File: config.mk
export PLATFORM = sky130hd
export DESIGN_NAME = dir_entry_top
export DESIGN_NICKNAME = d
export VERILOG_FILES = /design/src/rtl/dir_pkg.sv /design/src/rtl/dir_member.sv /design/src/rtl/dir_store.sv /design/src/rtl/dir_inval_seq.sv /design/src/rtl/dir_entry_top.sv
export SDC_FILE = /design/constraint.sdc
export NUM_CORES = 1
export LEC_CHECK = 0
export BUFFER_PORTS_ARGS = -buffer_cell sky130_fd_sc_hd__buf_4
export CORE_UTILIZATION = 63
export DETAILED_ROUTE_END_ITERATION = 10
export PLACE_DENSITY_LB_ADDON = 0.05
export SLEW_MARGIN = 30
export SYNTH_ARGS = -nofsm -noshare
export SYNTH_HDL_FRONTEND = slang
export SYNTH_SLANG_ARGS = --single-unit
export TNS_END_PERCENT = 100
File: constraint.sdc
create_clock -name clk_i -period 4.05 [get_ports clk_i]
set_input_delay 0.405 -clock clk_i [delete_from_list [all_inputs] [get_ports clk_i]]
set_output_delay 0.405 -clock clk_i [all_outputs]
set_load 0.005 [all_outputs]
File: src/rtl/dir_pkg.sv
package dir_pkg;
  typedef enum logic [2:0] {
    OP_NOP   = 3'd0,
    OP_CLEAR = 3'd1,
    OP_ADD   = 3'd2,
    OP_REM   = 3'd3,
    OP_TEST  = 3'd4,
    OP_SETST = 3'd5,
    OP_ALLOC = 3'd6,
    OP_INVAL = 3'd7
  } dir_op_e;

  typedef enum logic [1:0] {
    MODE_PTR   = 2'd0,
    MODE_CVEC  = 2'd1,
    MODE_BCAST = 2'd2
  } dir_mode_e;

  localparam logic [1:0] ST_INVALID = 2'd0;
endpackage

File: src/rtl/dir_member.sv
module dir_member
  import dir_pkg::*;
#(
  parameter int N_PROCS = 16,
  parameter int N_PTRS  = 2,
  parameter int ID_W    = 4,
  parameter int STORE_W = 8,
  parameter int GROUP   = 2
) (
  input  dir_mode_e           mode_i,
  input  logic [N_PTRS-1:0]   ptr_v_i,
  input  logic [STORE_W-1:0]  store_i,
  input  logic [ID_W-1:0]     proc_i,
  output logic                hit_o
);
  logic [N_PTRS-1:0] match;
  logic [ID_W-1:0]   gidx;

  for (genvar k = 0; k < N_PTRS; k++) begin : g_cmp
    assign match[k] = ptr_v_i[k] && (store_i[k*ID_W +: ID_W] == proc_i);
  end

  assign gidx = proc_i / ID_W'(GROUP);

  always_comb begin
    unique case (mode_i)
      MODE_PTR:  hit_o = |match;
      MODE_CVEC: hit_o = store_i[gidx];
      default:   hit_o = 1'b1;
    endcase
  end
endmodule

File: src/rtl/dir_store.sv
module dir_store
  import dir_pkg::*;
#(
  parameter int N_PROCS    = 16,
  parameter int N_PTRS     = 2,
  parameter int ID_W       = 4,
  parameter int STORE_W    = 8,
  parameter int GROUP      = 2,
  parameter bit USE_COARSE = 1'b1
) (
  input  logic               clk_i,
  input  logic               rst_ni,
  input  logic               acc_i,
  input  dir_op_e            op_i,
  input  logic [ID_W-1:0]    proc_i,
  input  logic [1:0]         state_i,
  output dir_mode_e          mode_o,
  output logic [N_PTRS-1:0]  ptr_v_o,
  output logic [STORE_W-1:0] store_o,
  output logic [1:0]         state_o
);
  dir_mode_e          mode_q, mode_d;
  logic [N_PTRS-1:0]  ptr_v_q, ptr_v_d;
  logic [STORE_W-1:0] store_q, store_d;
  logic [1:0]         state_q, state_d;

  logic [N_PTRS-1:0]  match;
  logic               present, any_free;
  logic [STORE_W-1:0] spill_vec;
  logic [ID_W-1:0]    new_g;

  for (genvar k = 0; k < N_PTRS; k++) begin : g_match
    assign match[k] = ptr_v_q[k] && (store_q[k*ID_W +: ID_W] == proc_i);
  end
  assign present  = |match;
  assign any_free = ~&ptr_v_q;
  assign new_g    = proc_i / ID_W'(GROUP);

  // group vector built from the pointers about to be overwritten
  always_comb begin
    spill_vec = '0;
    for (int k = 0; k < N_PTRS; k++) begin
      spill_vec[store_q[k*ID_W +: ID_W] / ID_W'(GROUP)] = 1'b1;
    end
    spill_vec[new_g] = 1'b1;
  end

  always_comb begin
    mode_d  = mode_q;
    ptr_v_d = ptr_v_q;
    store_d = store_q;
    state_d = state_q;
    if (acc_i) begin
      unique case (op_i)
        OP_CLEAR, OP_ALLOC: begin
          mode_d  = MODE_PTR;
          ptr_v_d = '0;
          store_d = '0;
          if (op_i == OP_ALLOC) state_d = ST_INVALID;
        end
        OP_SETST: state_d = state_i;
        OP_ADD: begin
          if (mode_q == MODE_PTR) begin
            if (!present) begin
              if (any_free) begin
                for (int k = N_PTRS-1; k >= 0; k--) begin
                  if (!ptr_v_q[k]) begin
                    ptr_v_d = ptr_v_q;
                    ptr_v_d[k] = 1'b1;
                    store_d = store_q;
                    store_d[k*ID_W +: ID_W] = proc_i;
                  end
                end
              end else if (USE_COARSE) begin
                mode_d  = MODE_CVEC;
                ptr_v_d = '0;
                store_d = spill_vec;
              end else begin
                mode_d  = MODE_BCAST;
                ptr_v_d = '0;
                store_d = '0;
              end
            end
          end else if (mode_q == MODE_CVEC) begin
            store_d[new_g] = 1'b1;
          end
        end
        OP_REM: begin
          if (mode_q == MODE_PTR) ptr_v_d = ptr_v_q & ~match;
        end
        default: ;
      endcase
    end
  end

  always_ff @(posedge clk_i or negedge rst_ni) begin
    if (!rst_ni) begin
      mode_q  <= MODE_PTR;
      ptr_v_q <= '0;
      store_q <= '0;
      state_q <= ST_INVALID;
    end else begin
      mode_q  <= mode_d;
      ptr_v_q <= ptr_v_d;
      store_q <= store_d;
      state_q <= state_d;
    end
  end

  assign mode_o  = mode_q;
  assign ptr_v_o = ptr_v_q;
  assign store_o = store_q;
  assign state_o = state_q;

  p_clear_to_ptr_r7: assert property (@(posedge clk_i) disable iff (!rst_ni)
    acc_i && (op_i == OP_CLEAR) |=> (mode_q == MODE_PTR) && (ptr_v_q == '0));

  p_dup_add_stable_r3: assert property (@(posedge clk_i) disable iff (!rst_ni)
    acc_i && (op_i == OP_ADD) && (mode_q == MODE_PTR) && present
    |=> $stable(ptr_v_q) && $stable(store_q) && (mode_q == MODE_PTR));

  p_overflow_sticky_r5: assert property (@(posedge clk_i) disable iff (!rst_ni)
    (mode_q != MODE_PTR) && !(acc_i && (op_i == OP_CLEAR || op_i == OP_ALLOC))
    |=> $stable(mode_q));

  p_rem_overflow_noop_r6: assert property (@(posedge clk_i) disable iff (!rst_ni)
    acc_i && (op_i == OP_REM) && (mode_q != MODE_PTR) |=> $stable(store_q));
endmodule

File: src/rtl/dir_inval_seq.sv
module dir_inval_seq #(
  parameter int N_PROCS = 16,
  parameter int ID_W    = 4
) (
  input  logic            clk_i,
  input  logic            rst_ni,
  input  logic            start_i,
  input  logic [ID_W-1:0] req_i,
  output logic            busy_o,
  output logic [ID_W-1:0] idx_o,
  output logic [ID_W-1:0] req_o,
  output logic            done_o
);
  localparam logic [ID_W-1:0] LAST = ID_W'(N_PROCS - 1);

  logic            busy_q, done_q;
  logic [ID_W-1:0] idx_q, req_q;

  always_ff @(posedge clk_i or negedge rst_ni) begin
    if (!rst_ni) begin
      busy_q <= 1'b0;
      done_q <= 1'b0;
      idx_q  <= '0;
      req_q  <= '0;
    end else begin
      done_q <= 1'b0;
      if (busy_q) begin
        if (idx_q == LAST) begin
          busy_q <= 1'b0;
          done_q <= 1'b1;
        end else begin
          idx_q <= idx_q + 1'b1;
        end
      end else if (start_i) begin
        busy_q <= 1'b1;
        idx_q  <= '0;
        req_q  <= req_i;
      end
    end
  end

  assign busy_o = busy_q;
  assign idx_o  = idx_q;
  assign req_o  = req_q;
  assign done_o = done_q;

  p_done_ends_walk_r10: assert property (@(posedge clk_i) disable iff (!rst_ni)
    done_q |-> !busy_q && $past(busy_q) && ($past(idx_q) == LAST));

  p_walk_steps_r10: assert property (@(posedge clk_i) disable iff (!rst_ni)
    busy_q && (idx_q != LAST) |=> busy_q && (idx_q == $past(idx_q) + 1'b1));
endmodule

File: src/rtl/dir_entry_top.sv
module dir_entry_top
  import dir_pkg::*;
#(
  parameter int N_PROCS    = 16,
  parameter int N_PTRS     = 2,
  parameter bit USE_COARSE = 1'b1,
  parameter int ID_W       = $clog2(N_PROCS)
) (
  input  logic            clk_i,
  input  logic            rst_ni,
  input  logic            cmd_valid_i,
  input  logic [2:0]      cmd_op_i,
  input  logic [ID_W-1:0] cmd_proc_i,
  input  logic [1:0]      cmd_state_i,
  output logic            busy_o,
  output logic            hit_o,
  output logic [1:0]      state_o,
  output logic [1:0]      mode_o,
  output logic            inv_valid_o,
  output logic [ID_W-1:0] inv_id_o,
  output logic            inv_done_o
);
  localparam int STORE_W = ID_W * N_PTRS;
  localparam int GROUP   = (N_PROCS + STORE_W - 1) / STORE_W;

  dir_op_e            op;
  logic               acc, busy;
  dir_mode_e          mode;
  logic [N_PTRS-1:0]  ptr_v;
  logic [STORE_W-1:0] store;
  logic [ID_W-1:0]    idx, req;
  logic               test_hit, walk_hit, hit_q;

  assign op  = dir_op_e'(cmd_op_i);
  assign acc = cmd_valid_i && !busy;

  dir_store #(
    .N_PROCS(N_PROCS), .N_PTRS(N_PTRS), .ID_W(ID_W),
    .STORE_W(STORE_W), .GROUP(GROUP), .USE_COARSE(USE_COARSE)
  ) u_store (
    .clk_i(clk_i), .rst_ni(rst_ni), .acc_i(acc), .op_i(op),
    .proc_i(cmd_proc_i), .state_i(cmd_state_i),
    .mode_o(mode), .ptr_v_o(ptr_v), .store_o(store), .state_o(state_o)
  );

  dir_member #(
    .N_PROCS(N_PROCS), .N_PTRS(N_PTRS), .ID_W(ID_W),
    .STORE_W(STORE_W), .GROUP(GROUP)
  ) u_test_member (
    .mode_i(mode), .ptr_v_i(ptr_v), .store_i(store),
    .proc_i(cmd_proc_i), .hit_o(test_hit)
  );

  dir_member #(
    .N_PROCS(N_PROCS), .N_PTRS(N_PTRS), .ID_W(ID_W),
    .STORE_W(STORE_W), .GROUP(GROUP)
  ) u_walk_member (
    .mode_i(mode), .ptr_v_i(ptr_v), .store_i(store),
    .proc_i(idx), .hit_o(walk_hit)
  );

  dir_inval_seq #(.N_PROCS(N_PROCS), .ID_W(ID_W)) u_seq (
    .clk_i(clk_i), .rst_ni(rst_ni),
    .start_i(acc && (op == OP_INVAL)), .req_i(cmd_proc_i),
    .busy_o(busy), .idx_o(idx), .req_o(req), .done_o(inv_done_o)
  );

  always_ff @(posedge clk_i or negedge rst_ni) begin
    if (!rst_ni)                      hit_q <= 1'b0;
    else if (acc && op == OP_TEST)    hit_q <= test_hit;
  end

  assign busy_o      = busy;
  assign hit_o       = hit_q;
  assign mode_o      = mode;
  assign inv_id_o    = idx;
  assign inv_valid_o = busy && walk_hit && (idx != req);

  p_ignore_busy_r11: assert property (@(posedge clk_i) disable iff (!rst_ni)
    busy && cmd_valid_i |=> $stable(mode) && $stable(ptr_v) && $stable(store) && $stable(state_o));

  p_target_in_walk_r10: assert property (@(posedge clk_i) disable iff (!rst_ni)
    inv_valid_o |-> busy_o && !inv_done_o);

  p_setst_loads_r8: assert property (@(posedge clk_i) disable iff (!rst_ni)
    acc && (op == OP_SETST) |=> state_o == $past(cmd_state_i));
endmodule

==> flow_metrics.tcl, run 1 <==
set metrics [dict create \
    status "finished, final reports clean" \
    p_leak_nw 0.955 \
    cts-root-buf "clkbuf_4" \
    ys_seq_area_share_pct 28.7 \
    synth_mux_area_share_pct 8.19 \
    p_clk_share_pct 12.6 \
    ir_drop_v 0.000297 \
    clockBufferDepth 2 \
    setup_violations 0 \
    synth_flop_cell "dfrtp_1" \
    cts_setup_buffers 0 \
    antenna_cells 0 \
    tns_ns 0 \
    netlist_area_mm2 0.00209 \
    drc 0 \
    ys_types 59 \
    synth_adder_area_share_pct 0.598 \
    firstDrtPassIters 4 \
    required_ns 3.64 \
    hold_path.class "primary input to flop" \
    area_growth_syn_to_layout_pct 7.54 \
    wl_per_cell_um 17.9 \
    cts_tree "yes" \
    ant_nets 0 \
    sw_frac_of_total_pct 45.1 \
    clock-sinks 24 \
    grt_pass1_wl_mm 8.42 \
    synth_area_per_cell_um2 8.90 \
    max_freq_ghz 0.388 \
    clk_pin_slew_ns 0.15 \
    worst_slew_pin_slew_ns 0.680 \
    synth_edf_count 0 \
    synth_fp_nets 248 \
    period_needed_ns 2.58 \
    synth_compound_area_share_pct 25.5 \
    place_congestion 0.888 \
    row_count 20 \
    critical_path_class "flop to output port" \
    cts_htree_levels 1 \
    cts-buffers-inserted 3 \
    synthArstFlopShare_pct 100 \
    p_per_area_mw_per_mm2 633 \
    slew_headroom_pct 54.7 \
    dp_hpwl_mm 3.61 \
    fin_crit_sh_pct 63.6 \
    seq_power_share_pct 41.8 \
    start_util_pct 67.4 \
    slew_violations 0 \
    grt_pass1_vias 1810 \
    gr-total-overflow 0 \
    port_buffers 22 \
    layout-drive-gt1-share_pct 19.3 \
    ys_warn_count 0 \
    grt_max_degree 25 \
    switching_power_uw 642 \
    crit_arrival_ns 2.17 \
    p_comb_share_pct 45.5 \
    die_area_mm2 0.00356 \
    routed_wl_mm 5.05 \
    fp.dieW_um 59.6 \
    synthSimpleGateAreaFrac_pct 20.0 \
    cts_resized 0 \
    setup.worst_path.end_class "output port" \
    vias_per_cell 6.52 \
    clock_latency_ns 0.33 \
    cap_violations 0 \
    dr.first_iter.drc_count 156 \
    die_y_um 59.6 \
    vias 1840 \
    p_int_uw 781 \
    core_mm2 0.00310 \
    path_max_fanout 20 \
    synth_cells 235 \
    synth-xor-area-share_pct 8.79 \
    antenna_found_initial 0 \
    ys_ff_latch 24 \
    fin_skew_ns 0.0108 \
    hold_buffers 1 \
    critPathLaunchType "flop" \
    synth_top_family_by_area "compound AO/OA/AOI/OAI gates" \
    finalHoldViolCount 0 \
    rsz0062_at_grt "no" \
    total_power_mw 1.42 \
    track_usage_pct 31.5 \
    fin_nets 252 \
    ios 24 \
]
## power by group through the flow
stage | registers (mW) | clock network [mW] | logic (mW)
finish | 0.595 | 0.180 | 0.648
global route | 0.617 | 0.192 | 0.715
CTS | 0.587 | 0.180 | 0.646
detailed placement | 0.593 | 0 | 0.642
global placement | 0.582 | 0 | 0.612
floorplan | 0.416 | 0 | 0.636
## cell usage after synthesis, drive strengths merged, types with 2 or more instances
cell / count / area (um^2)
nand2: 18 / 70.1
a221o: 3 / 30.0
a22oi: 3 / 22.5
nand3: 7 / 35.0
clkbuf: 12 / 45.0
mux2i: 4 / 40.0
nor4: 4 / 55.1
o22ai: 4 / 25.0
dfrtp: 24 / 601
a2bb2oi: 6 / 52.6
a21oi: 10 / 50.1
nor2b: 2 / 12.5
mux4: 2 / 48.8
xor2: 18 / 158
nand3b: 2 / 15.0
nor3b: 7 / 68.8
o21a: 4 / 31.3
and3: 2 / 12.5
buf: 12 / 80.1
inv: 11 / 41.3
a211oi: 5 / 42.5
o211ai: 4 / 35.0
nand2b: 2 / 12.5
and3b: 4 / 35.0
o22a: 2 / 17.5
xnor2: 3 / 26.3
a311oi: 5 / 43.8
mux2: 7 / 82.6
a221oi: 2 / 30.0
and2: 2 / 12.5
nor2: 13 / 48.8
a22o: 2 / 17.5
o21ai: 11 / 55.1
nor3: 4 / 20.0
o221ai: 3 / 26.3
## sequential cells by signal (all words and copies together), names as in the netlist
signal / cells
u_store.mode_o: 1
u_seq.busy_o: 1
u_store.ptr_v_o: 2
u_store.state_o: 2
u_store.store_o: 8
hit_o: 1
u_seq.idx_o: 4
u_seq.req_o: 4
u_seq.done_o: 1
## logic make-up after synthesis
family | count (synthesis)
simple gates | 70
buf+inv | 35
mux | 13
flops | 24
compound gates | 70
fa+ha+maj | 1
xor+xnor | 21
other cells | 1
## path summary, 6_finish.rpt
kind / endpoint / cells past startpoint / from / slack [ns]
min: u_seq.req_o[0] / 2 / cmd_proc_i[0] / 0.40
min reg2reg: hit_o / 1 / hit_o / 0.53
max in group asynchronous: u_store.store_o[4] / 2 / rst_ni / 3.30
max reg2reg: u_store.ptr_v_o[0] / 5 / u_store.store_o[1] / 1.90
max: inv_valid_o / 5 / u_store.ptr_v_o[1] / 1.47
min in group asynchronous: u_store.store_o[0] / 2 / rst_ni / 0.50
## metrics by stage
step                      cells  cell area (um^2)  utilization, %  setup slack, ns  hold WS (ns)
final                       282              2250            72.5             1.47         0.397
after CTS                   282              2250            72.5             1.52         0.390
after global routing        282              2250            72.5             1.31         0.390
after global placement      277              2190            70.5             1.96         0.318
after floorplan             235              2090               -             2.07         0.109
after detailed placement    277              2190            70.5             1.90         0.326
## per-layer routing
metal  up-vias  routed length (um)  part of all wire [%]  global-route usage, %
li1        873                   -                     -                      -
met1       874                2210                    44                   43.2
met2        91                2460                    49                   52.0
met3         2                 362                   7.2                   3.28
met4         0                  20                  0.40                   10.3
met5         -                   0                     0                      0
## critical path: stages (launching register included)
cell       delay [ns]
dfrtp_1          0.81
nand2_1          0.12
nor4_1           0.22
a311oi_1         0.08
a2111oi_0        0.43
buf_4            0.19
## cell usage in the layout (no fill, tap or decap), types with 3 or more instances in the layout
cell | synthesis | final
o221ai_1 | 3 | 3
nor3b_1 | 5 | 5
o21a_1 | 3 | 3
a2bb2oi_1 | 6 | 6
and3b_1 | 4 | 4
buf_4 | 1 | 22
mux2i_1 | 4 | 4
o211ai_1 | 3 | 3
nor2_1 | 13 | 13
a221o_1 | 3 | 3
o22ai_1 | 4 | 4
nand2_1 | 17 | 17
xor2_1 | 18 | 18
a211oi_1 | 4 | 4
a21oi_1 | 10 | 10
inv_1 | 10 | 10
a22oi_1 | 3 | 3
mux2_2 | 6 | 6
clkbuf_4 | 0 | 3
dfrtp_1 | 24 | 24
o21ai_0 | 11 | 11
nand3_1 | 7 | 7
nor3_1 | 4 | 4
a311oi_1 | 5 | 5
xnor2_1 | 3 | 3
## area by class of cell
type                    count  area [um^2]
inverters                  11         41.3
well taps                  44         55.1
multi-input cells         176         1330
flip-flops and latches     24          601
clock buffers               3         22.5
repair buffers             23          175
fillers                   255          853
clock inverters             1         30.0
Note: power is estimated with default switching activity, not from simulation.
==> run 2, diff against run 1 <==
--- a/config.mk
+++ b/config.mk
@@ -6,7 +6,7 @@
 export NUM_CORES = 1
 export LEC_CHECK = 0
 export BUFFER_PORTS_ARGS = -buffer_cell sky130_fd_sc_hd__buf_4
-export CORE_UTILIZATION = 63
+export CORE_UTILIZATION = 59
 export DETAILED_ROUTE_END_ITERATION = 10
 export PLACE_DENSITY_LB_ADDON = 0.05
 export SLEW_MARGIN = 30
==> constraint.sdc (replaced) <==
create_clock -name clk_i -period 2.5 [get_ports clk_i]
set_input_delay 0.25 -clock clk_i [delete_from_list [all_inputs] [get_ports clk_i]]
set_output_delay 0.25 -clock clk_i [all_outputs]
set_load 0.005 [all_outputs]
==> run 2 against run 1 <==
  * Worst hold slack worse by 0.17 ns
  * Flip-flop and latch count unchanged
  * Combinational power up 65%
  * Critical path depth unchanged
  * Global-route usage decreased by 2.7 points
  * Sequential share of layout area down 0.15 points
  * Clock-buffer cell count did not move
  * Register-to-register slack got worse by 1.5 ns
  * Worst setup slack got worse by 1.3 ns
  * Final cell count rose by 1.1%
  * Routed wire length decreased by 1.6%
  * Critical path type unchanged
  * Critical endpoint unchanged
==> flow_metrics.tcl, run 2 (synthesis results as in run 1) <==
set metrics [dict create \
    status "finished, final reports clean" \
    p_per_area_mw_per_mm2 1020 \
    die_area_mm2 0.00379 \
    cts_tree "yes" \
    r2r_cells 5 \
    path_max_fanout 10 \
    firstDrtPassIters 4 \
    ant_nets 0 \
    fin_skew_ns 0.00173 \
    clockBufferDepth 2 \
    r2r_start "u_store.store_o[7]" \
    ios 24 \
    tns_ns 0 \
    ir_drop_v 0.000501 \
    min_to "u_seq.req_o[0]" \
    vias_per_cell 6.53 \
    start_util_pct 62.2 \
    post-place-ws_ns 0.466 \
    clock_latency_ns 0.33 \
    area_growth_syn_to_layout_pct 8.37 \
    fin_crit_sh_pct 91.8 \
    track_usage_pct 28.8 \
    max_freq_ghz 0.436 \
    worst_slew_pin_slew_ns 0.551 \
    vias 1861 \
    wl_per_cell_um 17.4 \
    mostFrequentLayoutCells "23 x dfrtp_1, 23 x buf_4, 18 x xor2_1" \
    dp_hpwl_mm 3.59 \
    routed_wl_mm 4.97 \
    ff2ff_setup_slack_ns 0.44 \
    layout-drive-gt1-share_pct 20.5 \
    clk_pin_slew_ns 0.15 \
    critical_path_class "flop to output port" \
    antenna_found_initial 0 \
    p_leak_nw 0.960 \
    rsz0062_at_grt "no" \
    total_power_mw 2.31 \
    port_buffers 22 \
    clock-sinks 24 \
    fp.dieW_um 61.5 \
    hold_path.class "primary input to flop" \
    cap_violations 0 \
    largest_reg_flops 8 \
    row_count 21 \
    cts_htree_levels 1 \
    setup_violations 0 \
    drc 0 \
    cts-buffers-inserted 3 \
    dr.first_iter.drc_count 174 \
    finalHoldViolCount 0 \
    grt_max_degree 25 \
    gr-total-overflow 0 \
    placed_area_mm2 0.00220 \
    cts_setup_buffers 0 \
    min_from "cmd_proc_i[0]" \
    grt_pass1_vias 1704 \
    nFillCells 298 \
    final_area_mm2 0.00227 \
    period_needed_ns 2.30 \
    layout_setup_ws_ns 0.205 \
    r2r-end "u_store.store_o[7]" \
    fin_nets 253 \
    crit_arrival_ns 2.05 \
    hold_depth 2 \
    fin_cells 285 \
    required_ns 2.25 \
    critPathLaunchType "flop" \
    setup.worst_path.end_class "output port" \
    grt_pass1_wl_mm 8.12 \
    place_congestion 0.928 \
    cts-root-buf "clkbuf_4" \
    slew_headroom_pct 63.2 \
    slew_violations 0 \
    core_mm2 0.00336 \
    die_y_um 61.5 \
    antenna_cells 0 \
    dp_cells 280 \
]
-- run 2: power breakdown --
part / total, mW / switching, mW / internal [mW]
clock network: 0.293 / 0.131 / 0.162
registers: 0.944 / 0.399 / 0.546
logic: 1.07 / 0.499 / 0.568
-- run 2: worst max-delay path by stage --
stage	startpoint	endpoint	slack [ns]	cells after the start
6_report	u_store.store_o[6]	inv_valid_o	0.20	5
5_1_grt	u_store.store_o[6]	inv_valid_o	0.02	5
4_1_cts	u_store.store_o[6]	inv_valid_o	0.12	5
3_5_place_dp	u_store.store_o[7]	u_store.ptr_v_o[1]	0.47	5
3_3_place_gp	u_store.store_o[6]	inv_valid_o	0.52	5
2_1_floorplan	u_seq.idx_o[2]	inv_valid_o	0.68	5
-- run 2: final cells by class --
cell class	count	area [um^2]	share of cell area [%]
Sequential cell	24	602	26.5
Inverter	11	41.3	1.82
Tap cell	46	57.6	2.54
Clock buffer	3	22.5	0.993
Clock inverter	1	30.0	1.32
Multi-Input combinational cell	176	1330	58.7
Timing Repair Buffer	24	183	8.06
-- run 2: critical path, stage by stage (launching register included) --
cell and delay, ns:
dfrtp_1 0.55, xor2_1 0.22, nor4_1 0.31, a311oi_1 0.09, a2111oi_2 0.38, buf_4 0.17
-- run 2: metal layers --
layer / track usage (%) / vias to the layer above / routed length (um)
met1: 41.8 / 899 / 2230
met3: 2.10 / 4 / 308
met2: 46.2 / 79 / 2400
met4: 7.94 / 0 / 33
li1: - / 879 / -
met5: 0 / - / 0
-- run 2: per-stage QoR --
step / util, % / hold WS (ns)
final: 67.4 / 0.224
after global routing: 67.4 / 0.206
after CTS: 67.2 / 0.214
after detailed placement: 65.3 / 0.172
after global placement: 65.3 / 0.166
after floorplan: - / -0.0456
-- run 2: what timing repair did --
action                                  in CTS  in global routing
hold buffers                                 1                  0
endpoints found under the setup margin       0                  1
hold endpoints to repair                    24                  0
gates resized for setup                      0                  3
